<file path="src/rtl/wh_port_pkg.sv">
package wh_port_pkg;
  typedef enum logic [1:0] {
    ST_IDLE = 2'd0,
    ST_WAIT = 2'd1,
    ST_FWD  = 2'd2
  } port_st_e;
endpackage

</file>
<file path="src/rtl/wh_flit_queue.sv">
module wh_flit_queue #(
  parameter int W     = 34,
  parameter int DEPTH = 4
) (
  input  logic         clk,
  input  logic         rst_n,
  input  logic         wr_req,
  input  logic [W-1:0] wr_data,
  input  logic         rd,
  output logic [W-1:0] rd_data,
  output logic         empty,
  output logic         full,
  output logic         ovf
);
  localparam int AW = (DEPTH > 1) ? $clog2(DEPTH) : 1;
  localparam int CW = $clog2(DEPTH + 1);

  logic [W-1:0]  slots [DEPTH];
  logic [AW-1:0] wp, rp;
  logic [CW-1:0] cnt;
  logic          wr;

  assign empty   = (cnt == '0);
  assign full    = (cnt == CW'(DEPTH));
  assign ovf     = wr_req && full && !rd;
  assign wr      = wr_req && !ovf;
  assign rd_data = slots[rp];

  always_ff @(posedge clk) begin
    if (wr) slots[wp] <= wr_data;
  end

  always_ff @(posedge clk) begin
    if (!rst_n) begin
      wp  <= '0;
      rp  <= '0;
      cnt <= '0;
    end else begin
      if (wr) wp <= (wp == AW'(DEPTH - 1)) ? '0 : wp + AW'(1);
      if (rd) rp <= (rp == AW'(DEPTH - 1)) ? '0 : rp + AW'(1);
      cnt <= cnt + CW'(wr) - CW'(rd);
    end
  end

  AST_NO_OVERFLOW: assert property (@(posedge clk) disable iff (!rst_n)
    cnt <= CW'(DEPTH));
  AST_FULL_DROP: assert property (@(posedge clk) disable iff (!rst_n)
    (wr_req && full && !rd) |=> full);
endmodule

</file>
<file path="src/rtl/wh_credit_ctr.sv">
module wh_credit_ctr #(
  parameter int MAX = 4
) (
  input  logic clk,
  input  logic rst_n,
  input  logic take,
  input  logic give,
  output logic avail
);
  localparam int CW = $clog2(MAX + 1);

  logic [CW-1:0] cnt;
  logic          give_ok;

  assign give_ok = give && ((cnt != CW'(MAX)) || take);
  assign avail   = (cnt != '0);

  always_ff @(posedge clk) begin
    if (!rst_n) cnt <= CW'(MAX);
    else        cnt <= cnt + CW'(give_ok) - CW'(take);
  end

  AST_CREDIT_BOUND: assert property (@(posedge clk) disable iff (!rst_n)
    cnt <= CW'(MAX));
  AST_TAKE_NEEDS_CREDIT: assert property (@(posedge clk) disable iff (!rst_n)
    take |-> (cnt != '0));
endmodule

</file>
<file path="src/rtl/wh_port_fsm.sv">
module wh_port_fsm
  import wh_port_pkg::*;
(
  input  logic clk,
  input  logic rst_n,
  input  logic head_valid,
  input  logic head_bop,
  input  logic head_eop,
  input  logic route_ready,
  input  logic grant,
  input  logic has_credit,
  output logic send,
  output logic drop,
  output logic req
);
  port_st_e st, st_nx;

  assign send = (st == ST_FWD) && head_valid && has_credit;
  assign drop = (st == ST_IDLE) && head_valid && !head_bop;
  assign req  = (st != ST_IDLE);

  always_comb begin
    st_nx = st;
    unique case (st)
      ST_IDLE: if (head_valid && head_bop && route_ready) st_nx = ST_WAIT;
      ST_WAIT: if (grant) st_nx = ST_FWD;
      ST_FWD:  if (send && head_eop) st_nx = ST_IDLE;
      default: st_nx = ST_IDLE;
    endcase
  end

  always_ff @(posedge clk) begin
    if (!rst_n) st <= ST_IDLE;
    else        st <= st_nx;
  end
endmodule

</file>
<file path="src/rtl/wh_in_port.sv">
module wh_in_port #(
  parameter int W        = 32,
  parameter int DEPTH    = 4,
  parameter int DN_DEPTH = 4
) (
  input  logic         clk,
  input  logic         rst_n,
  input  logic         in_valid,
  input  logic [W-1:0] in_data,
  input  logic         in_bop,
  input  logic         in_eop,
  output logic         credit_up,
  output logic         err_ovf,
  input  logic         route_ready,
  output logic         alloc_req,
  input  logic         alloc_grant,
  output logic         out_valid,
  output logic [W-1:0] out_data,
  output logic         out_bop,
  output logic         out_eop,
  input  logic         credit_dn
);
  localparam int FW = W + 2;

  logic [FW-1:0] head;
  logic          q_empty, q_full, q_rd;
  logic          has_credit, send, drop;

  wh_flit_queue #(.W(FW), .DEPTH(DEPTH)) u_q (
    .clk     (clk),
    .rst_n   (rst_n),
    .wr_req  (in_valid),
    .wr_data ({in_bop, in_eop, in_data}),
    .rd      (q_rd),
    .rd_data (head),
    .empty   (q_empty),
    .full    (q_full),
    .ovf     (err_ovf)
  );

  wh_credit_ctr #(.MAX(DN_DEPTH)) u_cr (
    .clk   (clk),
    .rst_n (rst_n),
    .take  (send),
    .give  (credit_dn),
    .avail (has_credit)
  );

  wh_port_fsm u_fsm (
    .clk         (clk),
    .rst_n       (rst_n),
    .head_valid  (!q_empty),
    .head_bop    (head[FW-1]),
    .head_eop    (head[FW-2]),
    .route_ready (route_ready),
    .grant       (alloc_grant),
    .has_credit  (has_credit),
    .send        (send),
    .drop        (drop),
    .req         (alloc_req)
  );

  assign q_rd      = send || drop;
  assign credit_up = q_rd;
  assign out_valid = send;
  assign out_data  = head[W-1:0];
  assign out_bop   = head[FW-1];
  assign out_eop   = head[FW-2];

  AST_FWD_UNDER_REQ: assert property (@(posedge clk) disable iff (!rst_n)
    out_valid |-> alloc_req);
  AST_EOP_RELEASES: assert property (@(posedge clk) disable iff (!rst_n)
    (out_valid && out_eop) |=> !alloc_req);
  AST_NO_ERR_ON_POP: assert property (@(posedge clk) disable iff (!rst_n)
    credit_up |-> !err_ovf);
endmodule

</file>
<file path="config.mk">
export PLATFORM = sky130hd
export DESIGN_NAME = wh_in_port
export DESIGN_NICKNAME = d
export VERILOG_FILES = /design/src/rtl/wh_port_pkg.sv /design/src/rtl/wh_flit_queue.sv /design/src/rtl/wh_credit_ctr.sv /design/src/rtl/wh_port_fsm.sv /design/src/rtl/wh_in_port.sv
export SDC_FILE = /design/constraint.sdc
export NUM_CORES = 1
export LEC_CHECK = 0
export ABC_AREA = 1
export BUFFER_PORTS_ARGS = -buffer_cell sky130_fd_sc_hd__buf_2
export CORE_AREA = 4 4 143 90
export CTS_CLUSTER_DIAMETER = 30
export DETAILED_ROUTE_END_ITERATION = 12
export DIE_AREA = 0 0 147 94
export GPL_TIMING_DRIVEN = 1
export MAX_ROUTING_LAYER = met4
export PLACE_DENSITY = 0.74
export SYNTH_ARGS = -nofsm -noshare
export SYNTH_HDL_FRONTEND = slang
export SYNTH_HIERARCHICAL = 1
export SYNTH_SLANG_ARGS = --single-unit
</file>
<file path="constraint.sdc">
create_clock -name clk -period 3.2 [get_ports clk]
set_input_delay 0.48 -clock clk [delete_from_list [all_inputs] [get_ports clk]]
set_output_delay 0.48 -clock clk [all_outputs]
set_load 0.02 [all_outputs]
</file>
# Yosys cells after proc, flatten, opt, wreduce, memory -nomap -nowiden

Memories as Yosys holds them, arrays and structs flattened. A register that Yosys moved wholly into a read port is not among the register bits.
Cells that the tools add are included.

Equal/unequal tests: 9
Multiplexer cells: 10
Reductions and logical operators: 22
$add $sub $neg: 6

Operators by type and width:

| kind                                                | number |
|---|---|
| two-way mux 2 bit                                   | 7 |
| logical AND 1 bit                                   | 11 |
| adder 3 x 1 -> 3 bit                                | 2 |
| equality test 2 bit, second input constant          | 3 |
| != test 2 bit, second input constant                | 3 |
| case mux 2 bit (3 select lines)                     | 1 |
| subtractor 3 x 1 -> 3 bit                           | 2 |
| adder 2 x 1 -> 2 bit, second input constant         | 2 |
| logical NOT 1 bit                                   | 4 |
| equality test 3 bit, second input constant          | 1 |
| logical NOT 3 bit                                   | 1 |
| != test 3 bit, second input constant                | 1 |
| AND reduction 3 bit                                 | 1 |
| nonzero test 3 bit                                  | 1 |
| equality test 2 x 1 -> 1 bit, second input constant | 1 |
| logical NOT 2 bit                                   | 1 |
| logical OR 1 bit                                    | 2 |
| two-way mux 1 bit                                   | 2 |
| nonzero test 2 bit                                  | 1 |

Memories kept: 1
Bits in registers: 12
Memory bits (writable): 136
Word-level logic and storage cells: 53
Bits of input ports: 40
Output and inout bits: 38

Memories:

| name      | depth | bits a word | read ports | clocked after memory_dff | write ports | line                | RTL |
|---|---|---|---|---|---|---|---|
| u_q.slots | 4     | 34          | 1          | 1                        | 1           | wh_flit_queue.sv:18 | `logic [W-1:0] slots [DEPTH];` |

# Logic depth before layout (Yosys ltp)

Word-level depth: 11
Gate-level depth with buffers: 17
Depth with buffers taken out: 15

# By module

The synthesis kept the hierarchy.

By module, submodules not included:

| module        | area each (um^2) | seq. area each (um^2) | times used | cells an instance |
|---|---|---|---|---|
| wh_flit_queue | 5505.3           | 4264.1                | 1          | 392 |
| wh_credit_ctr | 182.7            | 60.1                  | 1          | 25 |
| wh_port_fsm   | 122.6            | 40.0                  | 1          | 19 |
| wh_in_port    | 15.0             | 0.0                   | 1          | 4 |

# Least setup slack after synthesis

OpenSTA, ideal clock, no wires.

Kind: flip-flop to flip-flop
Start: reg (tool-made name)
End: mem u_q.slots[3][0], enable pin
Library setup time: 0.425 ns
Cell stages (with the launch flop): 13
Buffers on the path: 2
Arrival time: 3.112 ns
Slack: -0.337 ns
Data required time: 2.775 ns
Period minus slack after synthesis: 3.537 ns
Cells stage by stage: dfxtp_1 -> buf_4 -> clkinv_2 -> buf_6 -> o21ai_0 -> o22ai_1 -> nor3_2 -> inv_1 -> nand2_1 -> nor2_2 -> nand3_2 -> nand2_2 -> nor2_1

RTL lines:

| what      | line |
|---|---|
| to (decl) | wh_flit_queue.sv:18 |

==> impl_metrics.csv <==
group,metric,value,unit
route,vias,3630,
floorplan,dieArea,0.01382,mm2
route,first_pass_iters,7,
power_and_ir_drop,p_int,4.508,mW
worst_setup_path,reg2reg_to,"u_q/slots[1][10]$_DFFE_PP_",
power_and_ir_drop,clkPwrFrac,34.7,%
timing,relSlewSlack,22.83,%
route,vias_per_cell,5.201,
timing,fin_crit_sh,91.65,%
worst_setup_path,path_max_fanout,34,
cts,cts_buffers,17,
synthesis,syn_area,0.005822,mm2
global_routing,met1_usage,24.21,%
global_routing,grtUsageMet3,6.220,%
global_routing,grt_max_degree,67,
worst_setup_path,crit_end,"u_q/slots[1][10]$_DFFE_PP_",
placed_design,io_buffer_count,77,
cts,cts_setup_buffers,0,
worst_setup_path,path_class,"reg2reg",
synthesis,avgSynthCellArea,13.26,um2
worst_setup_path,reg2reg_slack,0.27,ns
worst_setup_path,cp-start-kind,"flop",
cts,path_clk_slew,0.06,ns
global_routing,overflow,0,
timing,max_slew.worst_pin.slew,1.155,ns
timing,holdWs,0.2828,ns
timing,timing.final.crit_period,2.933,ns
worst_setup_path,cp.required,3.23,ns
floorplan,die_h,94,um
floorplan,start_util,49.87,%
cells_and_area,area_delta_synth_final,21.38,%
route,wl_per_cell,17.19,um
cts,ctsLongestPathBuffers,2,
placed_design,gp_congestion,0.7886,
cells_and_area,post-route-util,60.53,%
synthesis,netlist_instances,439,
power_and_ir_drop,max-vdd-ir-drop,0.5227,mV
floorplan,ioPinCount,78,
worst_setup_path,cp.arrival,2.96,ns
global_routing,antenna_found_initial,1,
worst_setup_path,reg2reg_depth,10,
worst_hold_path,hold_path_class,"in2reg",
cts,cts_tree,"built",
global_routing,grt_pass1_wl,18970,um
global_routing,grt_use_met2,28.04,%
route,ant_nets,0,
power_and_ir_drop,leakage,2.640,nW
power_and_ir_drop,switching_share,32.41,%
power_and_ir_drop,pwr_density_cell,943.8,mW/mm2
timing,maxSlewViolCount,0,
power_and_ir_drop,p_seq_share,36.8,%
cts,cts_hold_buf,0,
route,drc,0,
route,routed_wl,12000,um
power_and_ir_drop,combPwrFrac,28.5,%
global_routing,track_usage,18.71,%
synthesis,yosysWarnings,6,
cts,clkSinkCount,150,
run,cap_viol_max_count,0,
cts,ctsResizeCount,0,
global_routing,top_usage_layer,"met2",
worst_setup_path,worst_setup_path_end_kind,"flop",
timing,final_hold_viol_count,0,
timing,rsz0062_at_grt,"false",
placed_design,hpwl,7248,um
floorplan,die_x,147,um
status,status,"finished, final reports clean",
cts,clockRootBuffer,"clkbuf_16",
cells_and_area,final_layout_size_suffix_gt1_share,23.68,%
cts,clk_latency,0.42,ns
floorplan,rows,31,
timing,skew,0.01278,ns
timing,setup_viol,0,
route,detail_route.iter0.violations,232,
cells_and_area,num-nets-final,569,
timing,max_freq,341.0,MHz
global_routing,grt_pass1_vias,3707,
power_and_ir_drop,switchingPower,2.162,mW
synthesis,syn_nets,489,
floorplan,core_area,0.01167,mm2
cts,cts_htree_levels,4,
power_and_ir_drop,power,6.670,mW
==> worst min path at each step <==
stage	cells after the start	from	slack, ns	to
after floorplan	2	u_fsm/st[0]$_SDFFE_PN0P_	0.48	u_fsm/st[0]$_SDFFE_PN0P_
after global placement	2	u_fsm/st[0]$_SDFFE_PN0P_	0.49	u_fsm/st[1]$_SDFFE_PN0P_
after detailed placement	2	u_fsm/st[0]$_SDFFE_PN0P_	0.52	u_fsm/st[0]$_SDFFE_PN0P_
after CTS	1	in_data[25]	0.26	u_q/slots[3][25]$_DFFE_PP_
after global routing	1	in_data[6]	0.27	u_q/slots[2][6]$_DFFE_PP_
final	1	in_data[15]	0.28	u_q/slots[0][15]$_DFFE_PP_
==> placed cells by master (no fill, tap or decap), drive strengths merged <==
cell type and instances:
fa 2, buf 82, o21ai 72, clkinv 4
and3 1, nand2 15, ha 8, nor2 86
clkinvlp 2, clkbuf 19, nor3 3, bufinv 7
a21oi 5, xnor2 1, nand3 8, nand3b 2
edfxtp 136, dfxtp 14, inv 31, diode 1
o22ai 34
==> registers in the layout, indices dropped and copies added (netlist names), named ones only <==
signal,cells
u_cr/cnt,3
u_fsm/st,2
u_q/cnt,3
u_q/slots,136
u_q/rp,2
u_q/wp,2
==> power groups by stage <==
| stage | logic (mW) | clock network [mW] | registers [mW] |
|---|---|---|---|
| 2_1_floorplan | 1.32 | 0 | 2.46 |
| 3_3_place_gp | 1.85 | 0 | 2.48 |
| 3_5_place_dp | 1.89 | 0 | 2.49 |
| 4_1_cts | 1.91 | 2.35 | 2.45 |
| 5_1_grt | 2.10 | 2.45 | 2.47 |
| 6_report | 1.90 | 2.32 | 2.45 |
==> final cells by class <==
cell class | instances | area, um2
Inverter | 31 | 117.6
Timing Repair Buffer | 82 | 422.9
Sequential cell | 150 | 4365
Clock buffer | 19 | 452.9
Clock inverter | 13 | 249.0
Multi-Input combinational cell | 237 | 1250
Fill cell | 902 | 4608
Antenna cell | 1 | 2.502
Tap cell | 165 | 206.4
==> per-layer routing <==
layer  up-vias  wire length (um)
met2       131              5471
met1      1742              5452
li1       1751                 -
met4         0                43
met3         6              1033
met5         -                 0
==> worst max-delay path, cell delays in order (launching register included) <==
cell and delay [ns]:
dfxtp_1 0.63, inv_2 0.06, o21ai_0 0.11, o22ai_1 0.15, nor3_2 0.16, inv_1 0.06
nand2_1 0.12, nor2_2 0.07, nand3_2 0.10, nand2_2 0.16, nor2_4 0.91
==> metrics by stage <==
| stage | TNS [ns] | setup WS, ns | instances | cell area (um2) |
|---|---|---|---|---|
| finish | 0 | 0.2673 | 698 | 7067 |
| global route | 0 | 0.03668 | 698 | 7067 |
| CTS | 0 | 0.2832 | 697 | 7064 |
| detailed placement | 0 | 0.3183 | 665 | 6362 |
| global placement | 0 | 0.4407 | 665 | 6362 |
| floorplan | -45.87 | -0.3373 | 439 | 5822 |
No activity file was read; power rests on OpenSTA's default activity.
